<file path="config.mk">
export PLATFORM = sky130hd
export DESIGN_NAME = ring_trip_detector
export DESIGN_NICKNAME = d
export VERILOG_FILES = /design/src/rtl/rtd_pkg.sv /design/src/rtl/rtd_front.sv /design/src/rtl/rtd_debounce.sv /design/src/rtl/rtd_flags.sv /design/src/rtl/ring_trip_detector.sv
export SDC_FILE = /design/constraint.sdc
export NUM_CORES = 1
export LEC_CHECK = 0
export BUFFER_PORTS_ARGS = -buffer_cell sky130_fd_sc_hd__buf_2
export CAP_MARGIN = 40
export CORE_MARGIN = 3
export CORE_UTILIZATION = 58
export CTS_BUF_LIST = sky130_fd_sc_hd__clkbuf_16
export DETAILED_ROUTE_END_ITERATION = 16
export GPL_ROUTABILITY_DRIVEN = 0
export PLACE_DENSITY = 0.81
export SLEW_MARGIN = 10
export SYNTH_ARGS = -nofsm -noshare
export SYNTH_HDL_FRONTEND = slang
export SYNTH_SLANG_ARGS = --single-unit
</file>
<file path="constraint.sdc">
create_clock -name clk -period 6.1 [get_ports clk]
set_clock_uncertainty 0.05 [all_clocks]
set_input_delay 0 -clock clk [delete_from_list [all_inputs] [get_ports clk]]
set_output_delay 0 -clock clk [all_outputs]
set_load 0.01 [all_outputs]
</file>
<file path="src/rtl/rtd_pkg.sv">
package rtd_pkg;
  localparam int CNT_W = 7;

  // Interval 0 is treated as 1.
  function automatic logic [CNT_W-1:0] eff_len(input logic [CNT_W-1:0] len);
    return (len == '0) ? CNT_W'(1) : len;
  endfunction
endpackage

</file>
<file path="src/rtl/rtd_front.sv">
module rtd_front #(
  parameter int W = 12
) (
  input  logic                clk,
  input  logic                rst_n,
  input  logic                clr,
  input  logic                take,
  input  logic signed [W-1:0] sample,
  input  logic [2:0]          shift,
  output logic [W-1:0]        level,
  output logic                neg
);
  function automatic logic [W-1:0] mag(input logic signed [W-1:0] s);
    return s[W-1] ? W'(-s) : W'(s);
  endfunction

  function automatic logic [W-1:0] iir_step(input logic [W-1:0] y,
                                             input logic [W-1:0] x,
                                             input logic [2:0]   k);
    logic signed [W:0] d;
    logic signed [W:0] s;
    d = $signed({1'b0, x}) - $signed({1'b0, y});
    d = d >>> k;
    s = $signed({1'b0, y}) + d;
    return s[W-1:0];
  endfunction

  always_ff @(posedge clk or negedge rst_n) begin
    if (!rst_n) begin
      level <= '0;
      neg   <= 1'b0;
    end else if (clr) begin
      level <= '0;
      neg   <= 1'b0;
    end else if (take) begin
      level <= iir_step(level, mag(sample), shift);
      neg   <= sample[W-1];
    end
  end
endmodule

</file>
<file path="src/rtl/rtd_debounce.sv">
module rtd_debounce
  import rtd_pkg::*;
(
  input  logic             clk,
  input  logic             rst_n,
  input  logic             clr,
  input  logic             tick,
  input  logic             raw,
  input  logic [CNT_W-1:0] len,
  output logic             state,
  output logic [CNT_W-1:0] cnt,
  output logic             rise
);
  logic [CNT_W:0] next_cnt;
  logic           differ;
  logic           done;

  assign next_cnt = {1'b0, cnt} + 1'b1;
  assign differ   = tick && !clr && (raw != state);
  assign done     = differ && (next_cnt >= {1'b0, eff_len(len)});
  assign rise     = done && raw;

  always_ff @(posedge clk or negedge rst_n) begin
    if (!rst_n) begin
      state <= 1'b0;
      cnt   <= '0;
    end else if (clr) begin
      state <= 1'b0;
      cnt   <= '0;
    end else if (tick) begin
      if (done) begin
        state <= raw;
        cnt   <= '0;
      end else if (differ) begin
        cnt   <= next_cnt[CNT_W-1:0];
      end else begin
        cnt   <= '0;
      end
    end
  end
endmodule

</file>
<file path="src/rtl/rtd_flags.sv">
module rtd_flags (
  input  logic clk,
  input  logic rst_n,
  input  logic trip,
  input  logic irq_en,
  input  logic ack,
  output logic status,
  output logic pend
);
  always_ff @(posedge clk or negedge rst_n) begin
    if (!rst_n) begin
      status <= 1'b0;
      pend   <= 1'b0;
    end else begin
      if (trip)     status <= 1'b1;
      else if (ack) status <= 1'b0;
      if (trip && irq_en) pend <= 1'b1;
      else if (ack)       pend <= 1'b0;
    end
  end
endmodule

</file>
<file path="src/rtl/ring_trip_detector.sv">
module ring_trip_detector
  import rtd_pkg::*;
#(
  parameter int W = 12
) (
  input  logic                clk,
  input  logic                rst_n,
  input  logic                smp_valid,
  input  logic signed [W-1:0] smp_data,
  input  logic                ringing,
  input  logic [2:0]          filt_shift,
  input  logic [W-1:0]        thr_pos,
  input  logic [W-1:0]        thr_neg,
  input  logic [CNT_W-1:0]    dbnc_len,
  input  logic                irq_en,
  input  logic                trip_ack,
  output logic                trip_status,
  output logic                trip_irq
);
  logic             idle;
  logic             take;
  logic [W-1:0]     filt_lvl;
  logic             last_neg;
  logic [W-1:0]     thr_sel;
  logic             raw_det;
  logic             db_state;
  logic [CNT_W-1:0] db_cnt;
  logic             trip_evt;

  assign idle    = !ringing;
  assign take    = smp_valid && ringing;
  assign thr_sel = last_neg ? thr_neg : thr_pos;
  assign raw_det = filt_lvl > thr_sel;

  rtd_front #(.W(W)) u_front (
    .clk(clk), .rst_n(rst_n), .clr(idle), .take(take),
    .sample(smp_data), .shift(filt_shift),
    .level(filt_lvl), .neg(last_neg)
  );

  rtd_debounce u_dbnc (
    .clk(clk), .rst_n(rst_n), .clr(idle), .tick(take),
    .raw(raw_det), .len(dbnc_len),
    .state(db_state), .cnt(db_cnt), .rise(trip_evt)
  );

  rtd_flags u_flags (
    .clk(clk), .rst_n(rst_n), .trip(trip_evt), .irq_en(irq_en),
    .ack(trip_ack), .status(trip_status), .pend(trip_irq)
  );
endmodule

</file>
# == Word level (Yosys, flattened, before mapping) ==
# Index checks and enable logic that the tools add are counted.
# op_classes
n_addsub,4
magnitude_cmp,2
eq_ne,3
shifts,1
mux,17
n_reduce_logical,10
# op_table
operator,n
$mux 12,4
$mux 7,5
$sshr 13x3->12,1
$sub 12x12->13,1
$add 12x12->12,1
$gt 12x12->1,1
$neg 12->12,1
$add 7x1->8 const B,1
$ge 8x7->1,1
$mux 1,8
$logic_not 7->1,1
$logic_and 1x1->1,6
$ne 2x1->1 const B,2
$reduce_bool 2->1,2
$reduce_and 2->1,1
$ne 1x1->1,1
# word_totals
regBits,23
output_inout_bits,2

# == Logic depth before layout (Yosys ltp) ==
# logic_depth
depth_word,8
mapped_depth,24
mapped_depth_nobuf,24

# == Cells and area by module ==
# From an unflattened synthesis, not the netlist that was laid out.
# hier_totals
cells_unflattened,424
hier_area_um2,3497.1
# modules_own_cells
mod,n_inst,cells_each,area_per_inst_um2,seq_area_each_um2
rtd_front,1,297,2348.5,325.3
rtd_debounce,1,76,685.7,200.2
ring_trip_detector,1,46,391.6,0.0
rtd_flags,1,5,71.3,50.0

# == Least setup slack after synthesis ==
# OpenSTA, ideal clock, no wires.
# synth_timing
path_kind,input port to flip-flop
from,input smp_data[0]
to,register u_front.level[10]
arrival_time_ns,4.502
required_time_ns,5.977
setup_slack_ns,1.475
cell_stages,23
n_path_buf,0
cell_sequence,inv_1 > ha_1 > nand2_1 > or2_2 > o21ai_0 > xnor2_1 > ha_1 > o21a_1 > o21a_2 > or3_1 > o221ai_1 > xnor2_1 > mux2_2 > mux4_2 > ha_1 > a21o_1 > a21oi_1 > o21bai_1 > a2111o_1 > a311oi_1 > xnor2_1 > mux2i_1 > nor2b_1
# synth_between
elab_chain_cells,7
# synth_lines
item,line_no,text
from (decl),ring_trip_detector.sv:9,"input logic signed [W-1:0] smp_data,"
$neg 12->12,rtd_front.sv:14,return s[W-1] ? W'(-s) : W'(s);
$mux 12 (*),rtd_front.sv:14,
$sub 12x12->13 (*),rtd_front.sv:22,"d = $signed({1'b0, x}) - $signed({1'b0, y});"
$sshr 13x3->12 (*),rtd_front.sv:23,d = d >>> k;
$add 12x12->12 (*),rtd_front.sv:24,"s = $signed({1'b0, y}) + d;"
$mux 12 (*),rtd_front.sv:35,end else if (take) begin
$mux 12 (*),rtd_front.sv:32,end else if (clr) begin
to (signal assigned),rtd_front.sv:36,"level <= iir_step(level, mag(sample), shift);"
to (decl),rtd_front.sv:10,"output logic [W-1:0] level,"
# Every way passes the cells marked *; elsewhere a longest branch is shown, timed or not. The select of a mux whose other input is x is not followed.
# A chain may end at the register's enable or synchronous reset.

# == Final worst setup path ==
# layout_timing
from,input smp_data[0]
to,register u_front.level[11]
# Same word-level chain as after synthesis.

==> impl_metrics.csv <==
group,metric,value,unit
floorplanning,initial_core_util,0.6255,
sta,fin_tns_setup,0,ps
finish,diodes,0,
route,drt-total-wl,7.065,mm
synthesis,ys_async_sr_fraction,1.000,
clock_network,ctsLongestPathBuffers,2,
worst_setup_path,crit_slowest_cell,"o41ai_1",
finish,seqCellArea,575.6,um^2
worst_setup_path,critPathMaxStageDelay,510,ps
route,drt_iter0_drc,158,
floorplanning,die-area,0.006663,mm^2
power,power_density,405.2,mW/mm^2
clock_network,cts_root_buffer,"clkbuf_16",
synthesis,syn_area_per_cell,8.615,um^2
clock_network,cts_sinks,23,
floorplanning,die_w,81.63,um
route,top_layer,"met4",
synthesis,netlist_instances,385,
synthesis,yosysTopAreaCellShare,0.1735,
synthesis,ys_ff_latch,23,
floorplanning,die_h,81.63,um
sta,min_period,4929,ps
synthesis,synth_edf_count,0,
sta,tightestPinTransition,679.3,ps
clock_network,cts_tree,"built",
power,p_leak,1.830,nW
sta,fin_ws,1171,ps
worst_setup_path,worst-path-max-fanout,7,
placed_design,place_hpwl,5.792,mm
power,peakVddDrop,0.0002434,V
finish,multi_input_area,0.002579,mm^2
finish,syn_to_final_growth,12.41,%
synthesis,yosys_warnings,0,
hold_path,min_path_type,"input pin to flop",
worst_setup_path,critical_path_class,"input pin to flop",
route,via_per_inst,5.815,
finish,final_cell_area,0.003729,mm^2
global_route,antenna_found_initial,0,
clock_network,cts_resized,0,
finish,mostFrequentLayoutCell,"buf_2",
finish,final_cell_count_no_fill,502,
global_route,grt_pass1_vias,2710,
clock_network,cts_buffers,3,
clock_network,cts_hold_buf,3,
worst_setup_path,critPathArrivalTime,5060,ps
synthesis,syn-num-nets,483,
clock_network,cts.clk_slew.worst_paths,60,ps
route,dr_wl_met2,3.405,mm
global_route,grt_first_pass_wirelength,12.06,mm
floorplanning,num_rows,26,
worst_setup_path,cp_cell_sequence,"buf_2 > inv_1 > ha_1 > nand2_1 > or2_2 > o21ai_0 > xnor2_1 > ha_1 > o21a_1 > o21a_2 > or3_1 > o221ai_1 > xnor2_1 > mux2_2 > mux4_2 > ha_1 > o21ai_0 > nor2_1 > o41ai_1 > o211ai_1 > o211ai_1 > o2111ai_1 > a21boi_0 > mux2i_1",
clock_network,htreeDepth,1,
synthesis,ys.flop_type,"dfrtp_1",
synthesis,synthDistinctLibCells,56,
sta,relSlewSlack,0.5471,
route,final_antenna_net_count,0,
worst_setup_path,worst_ep_required_time,6230,ps
placed_design,io_buffers,53,
finish,drive_gt1_frac,0.1898,
status,outcome,"finished, final reports clean",
route,drtPass1Iterations,4,
route,met3_length,224,um
power,totalPowerFinal,1.511,mW
clock_network,postCtsSetupBuffers,0,
route,drt-met1-wl,3.346,mm
finish,final_cell_mix,"buf_2, ha_1, mux2i_1, inv_1",
worst_setup_path,crit_path_start_kind,"input pin",
placed_design,placedInstanceArea,0.003620,mm^2
route,wl_per_cell,14.07,um
finish,fin_util,0.7032,
sta,hold_violations,0,
route,route.detailed.drc,0,
route,dr_total_vias,2919,
worst_setup_path,crit_top_cell,"ha_1",
global_route,grt_max_degree,24,
clock_network,clock_latency,260,ps
finish,fillers,425,
placed_design,dp_slack,962.8,ps
synthesis,netlist_area,0.003317,mm^2
sta,setup_viol,0,
synthesis,synth_top_cell_by_area,"dfrtp_1",
sta,fmax,202.9,MHz
sta,period_share,0.8080,
global_route,grt.overflow.total,0,
synthesis,seq_area_frac_synth,0.1735,
sta,whs,58.69,ps
floorplanning,ios,54,
run,cap_viol_max_count,0,
sta,slew_viol_final,0,
synthesis,synthTopCellsByArea,"dfrtp_1, ha_1, mux2i_1, xnor2_1, mux2_2",
sta,grt_setup_unrepaired,"no",
placed_design,place_inst,495,
global_route,grt_use_total,0.2255,
floorplanning,core-area,0.005303,mm^2
finish,fin_nets,531,
worst_setup_path,end_kind,"flop",
## cell usage after synthesis (all sizes together), types with 6 or more instances
cell type	n
mux2	13
and2	6
inv	30
nor2b	12
o21a	7
mux2i	31
ha	44
a21oi	15
xnor2	25
clkbuf	9
a21o	10
nor3	6
o21ai	12
nand3	10
nand2	25
nor2	24
dfrtp	23
xor2	7
## cell type report
class	count	share of cell area
multi-input cells	319	0.6916
well taps	70	0.02349
inverters	30	0.03020
clock inverters	1	0.001007
flip-flops and latches	23	0.1544
repair buffers	56	0.07919
clock buffers	3	0.02013
## flip-flops by register name, summed over array words and instances, names as in the netlist
name and cells:
u_dbnc.cnt 7, u_flags.status 1, u_front.neg 1, u_dbnc.state 1, u_flags.pend 1, u_front.level 12
## power by group
group / internal [mW] / switching [mW]
registers: 0.183 / 0.0427
clock network: 0.0875 / 0.0534
logic: 0.558 / 0.586
## kinds of logic after synthesis
logic type,synth area share
AND/OR/NAND/NOR,0.1573
multiplexers,0.1671
flip-flops,0.1735
adder cells (fa/ha/maj),0.1780
buffers and inverters,0.04904
XOR/XNOR,0.08450
AO/OA/AOI/OAI,0.1905
## worst max-delay path, delay by kind of cell
family / cells / cell delay (ps)
AOI/OAI and AO/OA: 10 / 2080
muxes: 3 / 980
adders and majority gates: 3 / 770
and+or+nand+nor: 4 / 760
xor gates and xnor gates: 2 / 270
buffers and inverters: 2 / 180
## layer usage
layer	GRT usage	vias to the layer above
met3	0.03289	8
met2	0.3868	50
met1	0.3036	1360
li1	-	1501
met5	0	-
met4	0.04153	0
## final timing paths
| kind | from | end | slack [ps] | cells after the start |
|---|---|---|---|---|
| max | smp_data[0] | u_front.level[11] | 1170 | 24 |
| min | ringing | u_front.level[3] | 60 | 2 |
| max reg2reg | u_front.level[1] | u_front.level[10] | 1290 | 20 |
| min reg2reg | u_flags.status | u_flags.status | 480 | 2 |
| max in group asynchronous | rst_n | u_dbnc.state | 5440 | 2 |
| min in group asynchronous | rst_n | u_dbnc.cnt[2] | 200 | 2 |
Note: power is estimated with default switching activity, not from simulation.
